**src/rtl/irqarb_pkg.sv**
```systemverilog
// Shared constants and types for the pending interrupt arbiter.
// Assumes the source ordering below is also the priority ordering.
package irqarb_pkg;
    localparam int NSRC = 13;
    localparam int CW   = $clog2(NSRC);

    localparam int S_RST   = 0;
    localparam int S_MCK   = 1;
    localparam int S_HDEC  = 2;
    localparam int S_EXT   = 3;
    localparam int S_CEXT  = 4;
    localparam int S_WDT   = 5;
    localparam int S_CDB   = 6;
    localparam int S_FIT   = 7;
    localparam int S_PIT   = 8;
    localparam int S_DEC   = 9;
    localparam int S_DB    = 10;
    localparam int S_PERF  = 11;
    localparam int S_THERM = 12;

    // Sources cleared on delivery regardless of configuration
    localparam logic [NSRC-1:0] CLR_FIXED = 13'b1_1101_1110_0111;

    typedef struct packed {
        logic ee;       // effective external-enable
        logic ce;
        logic hv;
        logic ext_sel;
        logic hdec_en;
        logic has_hv;
    } gate_ctl_t;
endpackage

```
**src/rtl/irqarb_pend.sv**
```systemverilog
// Pending flag register plus the forced external-enable bit.
// Assumes clr_mask carries only the currently delivered source.
module irqarb_pend
    import irqarb_pkg::*;
(
    input  logic            clk,
    input  logic            rst_n,
    input  logic [NSRC-1:0] set_pulse,
    input  logic            ext_lvl,
    input  logic            crit_lvl,
    input  logic [NSRC-1:0] clr_mask,
    input  logic            pwr_save,
    input  logic            dlv_any,
    output logic [NSRC-1:0] pend_q,
    output logic            force_q
);
    logic [NSRC-1:0] pend_d;

    // Next value of each flag, chosen per source kind
    for (genvar i = 0; i < NSRC; i++) begin : g_next
        if (i == S_EXT) begin : g_ext
            assign pend_d[i] = ext_lvl;
        end else if (i == S_CEXT) begin : g_cext
            assign pend_d[i] = crit_lvl;
        end else if (i == S_HDEC) begin : g_hdec
            assign pend_d[i] = ~pwr_save & (set_pulse[i] | (pend_q[i] & ~clr_mask[i]));
        end else begin : g_pulse
            assign pend_d[i] = set_pulse[i] | (pend_q[i] & ~clr_mask[i]);
        end
    end

    // State update with synchronous reset
    always_ff @(posedge clk) begin
        if (!rst_n) begin
            pend_q  <= '0;
            force_q <= 1'b0;
        end else begin
            pend_q  <= pend_d;
            force_q <= pwr_save | (force_q & ~dlv_any);
        end
    end
endmodule

```
**src/rtl/irqarb_gate.sv**
```systemverilog
// Applies the per-source masking rules to the pending flags.
// Assumes ctl.ee already includes any forced enable.
module irqarb_gate
    import irqarb_pkg::*;
(
    input  logic [NSRC-1:0] pend,
    input  gate_ctl_t       ctl,
    output logic [NSRC-1:0] elig
);
    logic ext_bypass;

    // Guest-state path that lets externals ignore external-enable
    assign ext_bypass = ctl.has_hv & ~ctl.hv & ~ctl.ext_sel;

    for (genvar i = 0; i < NSRC; i++) begin : g_mask
        if (i == S_RST || i == S_MCK) begin : g_nmi
            assign elig[i] = pend[i];
        end else if (i == S_HDEC) begin : g_hdec
            assign elig[i] = pend[i] & ctl.hdec_en & (ctl.ee | ~ctl.hv);
        end else if (i == S_EXT) begin : g_ext
            assign elig[i] = pend[i] & (ctl.ee | ext_bypass);
        end else if (i == S_CEXT) begin : g_cext
            assign elig[i] = pend[i] & ctl.ce;
        end else begin : g_ee
            assign elig[i] = pend[i] & ctl.ee;
        end
    end
endmodule

```
**src/rtl/irqarb_pick.sv**
```systemverilog
// Fixed-priority picker: lowest index wins; gives one-hot and encoded forms.
// Assumes nothing about how many requests are active.
module irqarb_pick
    import irqarb_pkg::*;
(
    input  logic [NSRC-1:0] req,
    output logic [NSRC-1:0] grant,
    output logic [CW-1:0]   cause,
    output logic            any
);
    logic [NSRC:0] blocked;

    assign blocked[0] = 1'b0;
    // Ripple chain marking sources shadowed by a higher priority one
    for (genvar i = 0; i < NSRC; i++) begin : g_chain
        assign grant[i]     = req[i] & ~blocked[i];
        assign blocked[i+1] = blocked[i] | req[i];
    end
    assign any = blocked[NSRC];

    // Encode the granted index
    always_comb begin
        cause = '0;
        for (int i = 0; i < NSRC; i++) begin
            if (grant[i]) cause = cause | CW'(i);
        end
    end
endmodule

```
**src/rtl/irq_pend_arbiter.sv**
```systemverilog
// Top level: pending flags, masking and priority pick for async interrupts.
// Assumes the consumer takes the offered cause in the cycle it is shown.
module irq_pend_arbiter
    import irqarb_pkg::*;
(
    input  logic            clk,
    input  logic            rst_n,
    input  logic [NSRC-1:0] src_set,
    input  logic            ext_lvl,
    input  logic            crit_lvl,
    input  logic            ee_bit,
    input  logic            ce_bit,
    input  logic            hv_mode,
    input  logic            part_ext_sel,
    input  logic            part_hdec_en,
    input  logic            hv_present,
    input  logic            dec_clear_cfg,
    input  logic            pwr_save_enter,
    output logic            take_valid,
    output logic [CW-1:0]   take_cause,
    output logic [NSRC-1:0] take_onehot,
    output logic            hard_req
);
    logic [NSRC-1:0] pend_q;
    logic [NSRC-1:0] elig;
    logic [NSRC-1:0] clr_mask;
    logic [NSRC-1:0] clr_sel;
    logic            force_q;
    gate_ctl_t       ctl;

    // Which delivered sources drop their flag
    always_comb begin
        clr_sel        = CLR_FIXED;
        clr_sel[S_DEC] = dec_clear_cfg;
    end
    assign clr_mask = take_onehot & clr_sel;

    // Gate controls with the forced enable folded in
    always_comb begin
        ctl.ee      = ee_bit | force_q;
        ctl.ce      = ce_bit;
        ctl.hv      = hv_mode;
        ctl.ext_sel = part_ext_sel;
        ctl.hdec_en = part_hdec_en;
        ctl.has_hv  = hv_present;
    end

    irqarb_pend u_pend (
        .clk      (clk),
        .rst_n    (rst_n),
        .set_pulse(src_set),
        .ext_lvl  (ext_lvl),
        .crit_lvl (crit_lvl),
        .clr_mask (clr_mask),
        .pwr_save (pwr_save_enter),
        .dlv_any  (take_valid),
        .pend_q   (pend_q),
        .force_q  (force_q)
    );

    irqarb_gate u_gate (
        .pend(pend_q),
        .ctl (ctl),
        .elig(elig)
    );

    irqarb_pick u_pick (
        .req  (elig),
        .grant(take_onehot),
        .cause(take_cause),
        .any  (take_valid)
    );

    assign hard_req = |pend_q;
endmodule

```
**config.mk**
```make
export PLATFORM = sky130hd
export DESIGN_NAME = irq_pend_arbiter
export DESIGN_NICKNAME = d
export VERILOG_FILES = /design/src/rtl/irqarb_pkg.sv /design/src/rtl/irqarb_pend.sv /design/src/rtl/irqarb_gate.sv /design/src/rtl/irqarb_pick.sv /design/src/rtl/irq_pend_arbiter.sv
export SDC_FILE = /design/constraint.sdc
export NUM_CORES = 1
export LEC_CHECK = 0
export BUFFER_PORTS_ARGS = -buffer_cell sky130_fd_sc_hd__buf_2
export CORE_AREA = 2 2 47 49
export CTS_BUF_LIST = sky130_fd_sc_hd__clkbuf_4 sky130_fd_sc_hd__clkbuf_8
export CTS_CLUSTER_DIAMETER = 60
export CTS_CLUSTER_SIZE = 30
export DETAILED_ROUTE_END_ITERATION = 10
export DIE_AREA = 0 0 49 51
export GPL_TIMING_DRIVEN = 0
export PLACE_DENSITY = 0.93
export SYNTH_ARGS = -nofsm -noshare
export SYNTH_HDL_FRONTEND = slang
export SYNTH_SLANG_ARGS = --single-unit
```
**constraint.sdc**
```tcl
create_clock -name clk -period 3 [get_ports clk]
set_clock_uncertainty 0.15 [all_clocks]
set_input_delay 0.15 -clock clk [delete_from_list [all_inputs] [get_ports clk]]
set_output_delay 0.15 -clock clk [all_outputs]
set_load 0.02 [all_outputs]
```
# After elaboration in Yosys (flattened, before gate mapping)
# Cells that the tools add are included.
# op_classes
n_addsub	0
n_mul	0
n_div	0
n_lt_le_gt_ge	0
eq_ne	0
n_shift	0
n_mux	12
n_bitwise	94
reduce_logical	1
# op_table
operator	count
$and A1 B1 Y1	39
$not A1 Y1	27
$or A1 B1 Y1	27
$mux W4	5
$and A13 B13 Y13	1
$reduce_or A13 Y1	1
$mux W3	4
$mux W2	2
$mux W1	1
# totals
ff_bits	14
latch_bits	0
ramBits	0
romBits	0
input_bits	25
elab_cells	109
memories	0

# Logic depth before layout (Yosys ltp)
# logic_depth
ltp_word	21
mapped_depth	5
ltp_nobuf	4

# Cells and area by module
# A second synthesis with hierarchy kept.
# hier_totals
hier_cells	104
area_unflattened_um2	897.1
# modules_own_cells
mod	instances	cells_each	area_each_um2
irqarb_pend	1	42	478.0
irqarb_pick	1	38	267.8
irqarb_gate	1	16	107.6
irq_pend_arbiter	1	8	43.8

# Least setup slack after synthesis
# Ideal clock, no wire load.
# synth_path
path_type	register -> output
start	register u_pend.force_q
end	output port take_onehot[6]
arrival_time_ps	1718
path_slack_ps	982
stages_incl_launch_ff	5
path_buffers	0
path_cell_list	dfxtp_1 > or2_4 > a21boi_4 > nand3_2 > nor4b_1
# synth_between
elab_chain_len	9
elab_cells_between_ends	13
classes_between	bitwise (13)
# synth_rtl
element	line	text
start, declared	irqarb_pend.sv:15	output logic force_q
start signal, assigned	irqarb_pend.sv:39	force_q <= pwr_save | (force_q & ~dlv_any);
$or A1 B1 Y1 (*)	irq_pend_arbiter.sv:40	ctl.ee = ee_bit | force_q;
$or A1 B1 Y1	irqarb_gate.sv:19	assign elig[i] = pend[i] & ctl.hdec_en & (ctl.ee | ~ctl.hv);
$and A1 B1 Y1	irqarb_gate.sv:19	
$or A1 B1 Y1 (4 in series)	irqarb_pick.sv:17	assign blocked[i+1] = blocked[i] | req[i];
$not A1 Y1	irqarb_pick.sv:16	assign grant[i] = req[i] & ~blocked[i];
$and A1 B1 Y1 (*)	irqarb_pick.sv:16	
end, declared	irq_pend_arbiter.sv:21	output logic [NSRC-1:0] take_onehot,
# Mark *: on every way between the ends. The rest lies on a longest branch, timed or not.

# Worst setup path after layout
# layout_path
start	register u_pend.pend_q[9]
end	output port take_valid
# layout_between
elab_chain_len	5
# layout_rtl
element	line	text
start, declared	irqarb_pend.sv:14	output logic [NSRC-1:0] pend_q,
start signal, assigned	irqarb_pend.sv:38	pend_q <= pend_d;
$and A1 B1 Y1	irqarb_gate.sv:25	assign elig[i] = pend[i] & ctl.ee;
$or A1 B1 Y1 (4 in series)	irqarb_pick.sv:17	
end, declared	irq_pend_arbiter.sv:19	output logic take_valid,
# Every way passes these cells.

==> out/qor.yml <==
yosys.area_share.simple: 0.4396
core-area_um2: 2063
p_total_uw: 527.5
synth_top_family_by_area: "simple AND/OR/NAND/NOR gates"
synth_top_area_share: 0.2846
ant_nets: 0
h-tree-depth: 1
gp_congestion: 0.9227
synth_area_leaders: "dfxtp_1 (28%), nor4_4 (6.5%), nor2_1 (5.0%), and2_1 (3.8%), a21oi_1 (3.6%)"
max_cap_violations: 0
num_rows: 17
totalNegativeSetupSlack_ps: 0
dpl_cell_area_um2: 1225
syn_inst: 120
drt_iter0_drc: 82
crit_end: "take_valid"
clk_latency_ps: 290
syn_area_um2: 984.7
cts_buffers: 3
diodes: 0
p_leak_uw: 0.0006583
cp.arrival_ps: 2030
grt-ovfl-total: 0
synth_adder_area_share: 0
post-cts-setup-buffer-count: 0
grt_pass1_vias: 1149
place_ws_ps: 1067
required_ps: 2700
post_cts_resized: 0
relSlewSlack: 0.6047
port_buffers: 41
cts_sinks: 14
ys_ff_latch: 14
grt_pass1_wl_mm: 4.940
design_area_um2: 1411
finalCritPeriodShare: 0.7769
grt_max_degree: 11
viasPerCell: 5.788
die_y_um: 51
power_density_nw_per_um2: 373.8
syn_nets: 145
rr_endpoint: "u_pend.pend_q[9]$_SDFF_PN0_"
synth_edf_count: 0
die_w_um: 49
r2r_slack_ps: 870
hp-class: "in2reg"
antenna_found_initial: 0
cp-startpoint: "u_pend.pend_q[9]$_SDFF_PN0_"
yosys_warnings: 0
wl_mm: 2.997
critPathLaunchType: "flip-flop"
dpl.cell_count: 189
dp_hpwl_mm: 2.154
muxShareOfSynthArea: 0
grt_setup_unrepaired: "false"
track_usage: 0.2566
cts_tree: "yes"
synth_ff_type: "dfxtp_1"
final_nets: 206
clockRootBuffer: "clkbuf_4"
synthArstFlopShare: 0
criticalPathCategory: "reg2out"
setup_viol: 0
r2r_cells: 5
avgSynthCellArea_um2: 8.206
floorplan.die_area_um2: 2499
final_cell_count_no_fill: 208
timing.rr.start: "u_pend.pend_q[3]$_SDFF_PN0_"
synth_common_cells: "dfxtp_1 (14), nor2_1 (13), nand2_1 (8), a21oi_1 (7), nor3_1 (7)"
setup_slack_ps: 669.2
worst_slew_pin_slew_ps: 587.5
synth_most_common_cell: "dfxtp_1"
synth.yosys.seq_area_share: 0.2846
drive_gt1_frac: 0.3444
clkTransAtPathRegs_ps: 90
critPathMaxFanout: 8
final_hold_viol_count: 0
outcome: "complete, no violations"
drc: 0
start_util: 0.4773
post_synth_xor_area_fraction: 0
peakVddDrop_mv: 0.3381
fmax_mhz: 429.0
vias: 1204
ioPinCount: 44
drt_first_pass_iters: 4
clockBufferDepth: 2
end_kind: "primary output"
netlist-cell-type-count: 44
syn_to_final_growth_pct: 43.33
synth_compound_gate_area_share: 0.2287
period_needed_ps: 2331
wl_per_cell_um: 14.41
drv_slew: 0
synth_area_leader_cell: "dfxtp_1"
worst min path at each step:
| stage | start | to | slack [ps] | cells after the start |
|---|---|---|---|---|
| final | rst_n | u_pend.pend_q[10]$_SDFF_PN0_ | 10 | 3 |
| after global routing | rst_n | u_pend.pend_q[10]$_SDFF_PN0_ | 30 | 3 |
| after CTS | rst_n | u_pend.pend_q[10]$_SDFF_PN0_ | 10 | 3 |
| after detailed placement | pwr_save_enter | u_pend.pend_q[2]$_SDFF_PN0_ | 190 | 2 |
| after global placement | pwr_save_enter | u_pend.pend_q[2]$_SDFF_PN0_ | 180 | 2 |
| after floorplan | pwr_save_enter | u_pend.pend_q[2]$_SDFF_PN0_ | 80 | 1 |
power breakdown:
part / switching, uW / internal (uW)
Clock: 65.8 / 74.0
Sequential: 21.8 / 199
Combinational: 91.9 / 74.9
Total: 180 / 348
per-layer routing:
| metal | up-vias | wire, um | track usage | share of wire |
|---|---|---|---|---|
| li1 | 564 | - | - | - |
| met1 | 536 | 1151 | 0.3014 | 0.38 |
| met2 | 85 | 1412 | 0.4361 | 0.47 |
| met3 | 19 | 316 | 0.04386 | 0.11 |
| met4 | 0 | 116 | 0.1619 | 0.039 |
| met5 | - | 0 | 0 | 0 |
critical path, stage by stage (launching register included):
cell and delay [ps]:
dfxtp_1 430, nor4_1 590, nor2_1 90, or4_1 450, buf_2 180
repair_timing:
item,4_1_cts,5_1_grt
endpoints found under the setup margin,0,0
endpoints found under the hold margin,14,0
hold buffers,15,0
layout make-up:
class,instances,area (um2)
plain buffers,4,27.53
multi-input cells,97,658.1
well taps,28,35.03
clock buffers,4,36.28
fillers,175,651.9
flip-flops and latches,14,280.3
inverters,5,18.77
repair buffers,56,355.3
through the flow:
stage,hold WS [ps],util
floorplan,76.15,-
global placement,182.1,0.5937
detailed placement,189.0,0.5937
CTS,11.08,0.6841
global route,27.25,0.6841
finish,12.67,0.6841
cells by family after synthesis:
logic type / count (synthesis)
flip-flops: 14
AO/OA/AOI/OAI: 30
AND/OR/NAND/NOR: 67
buffers and inverters: 9
cells in the final DEF (no fill, tap or decap), types with 2 or more instances in the layout:
master and instances:
buf_2 42, dlygate4sd3_1 15, dfxtp_1 14, nor2_1 13, nand2_1 8, nor3_1 7
a21oi_1 7, and2_1 6, o21ai_1 6, inv_1 4, nor2b_1 4, nand3_1 4
o21ai_0 4, nor4_4 3, nand4_1 3, clkbuf_4 3, and3_1 2, nor2_2 2
or2_1 2, nand3_2 2, a211o_1 2, nor4_1 2
state kept, by name (all words and copies together), names as in the netlist:
signal	count
u_pend.force_q	1
u_pend.pend_q	13
No activity file was read; power rests on OpenSTA's default activity.
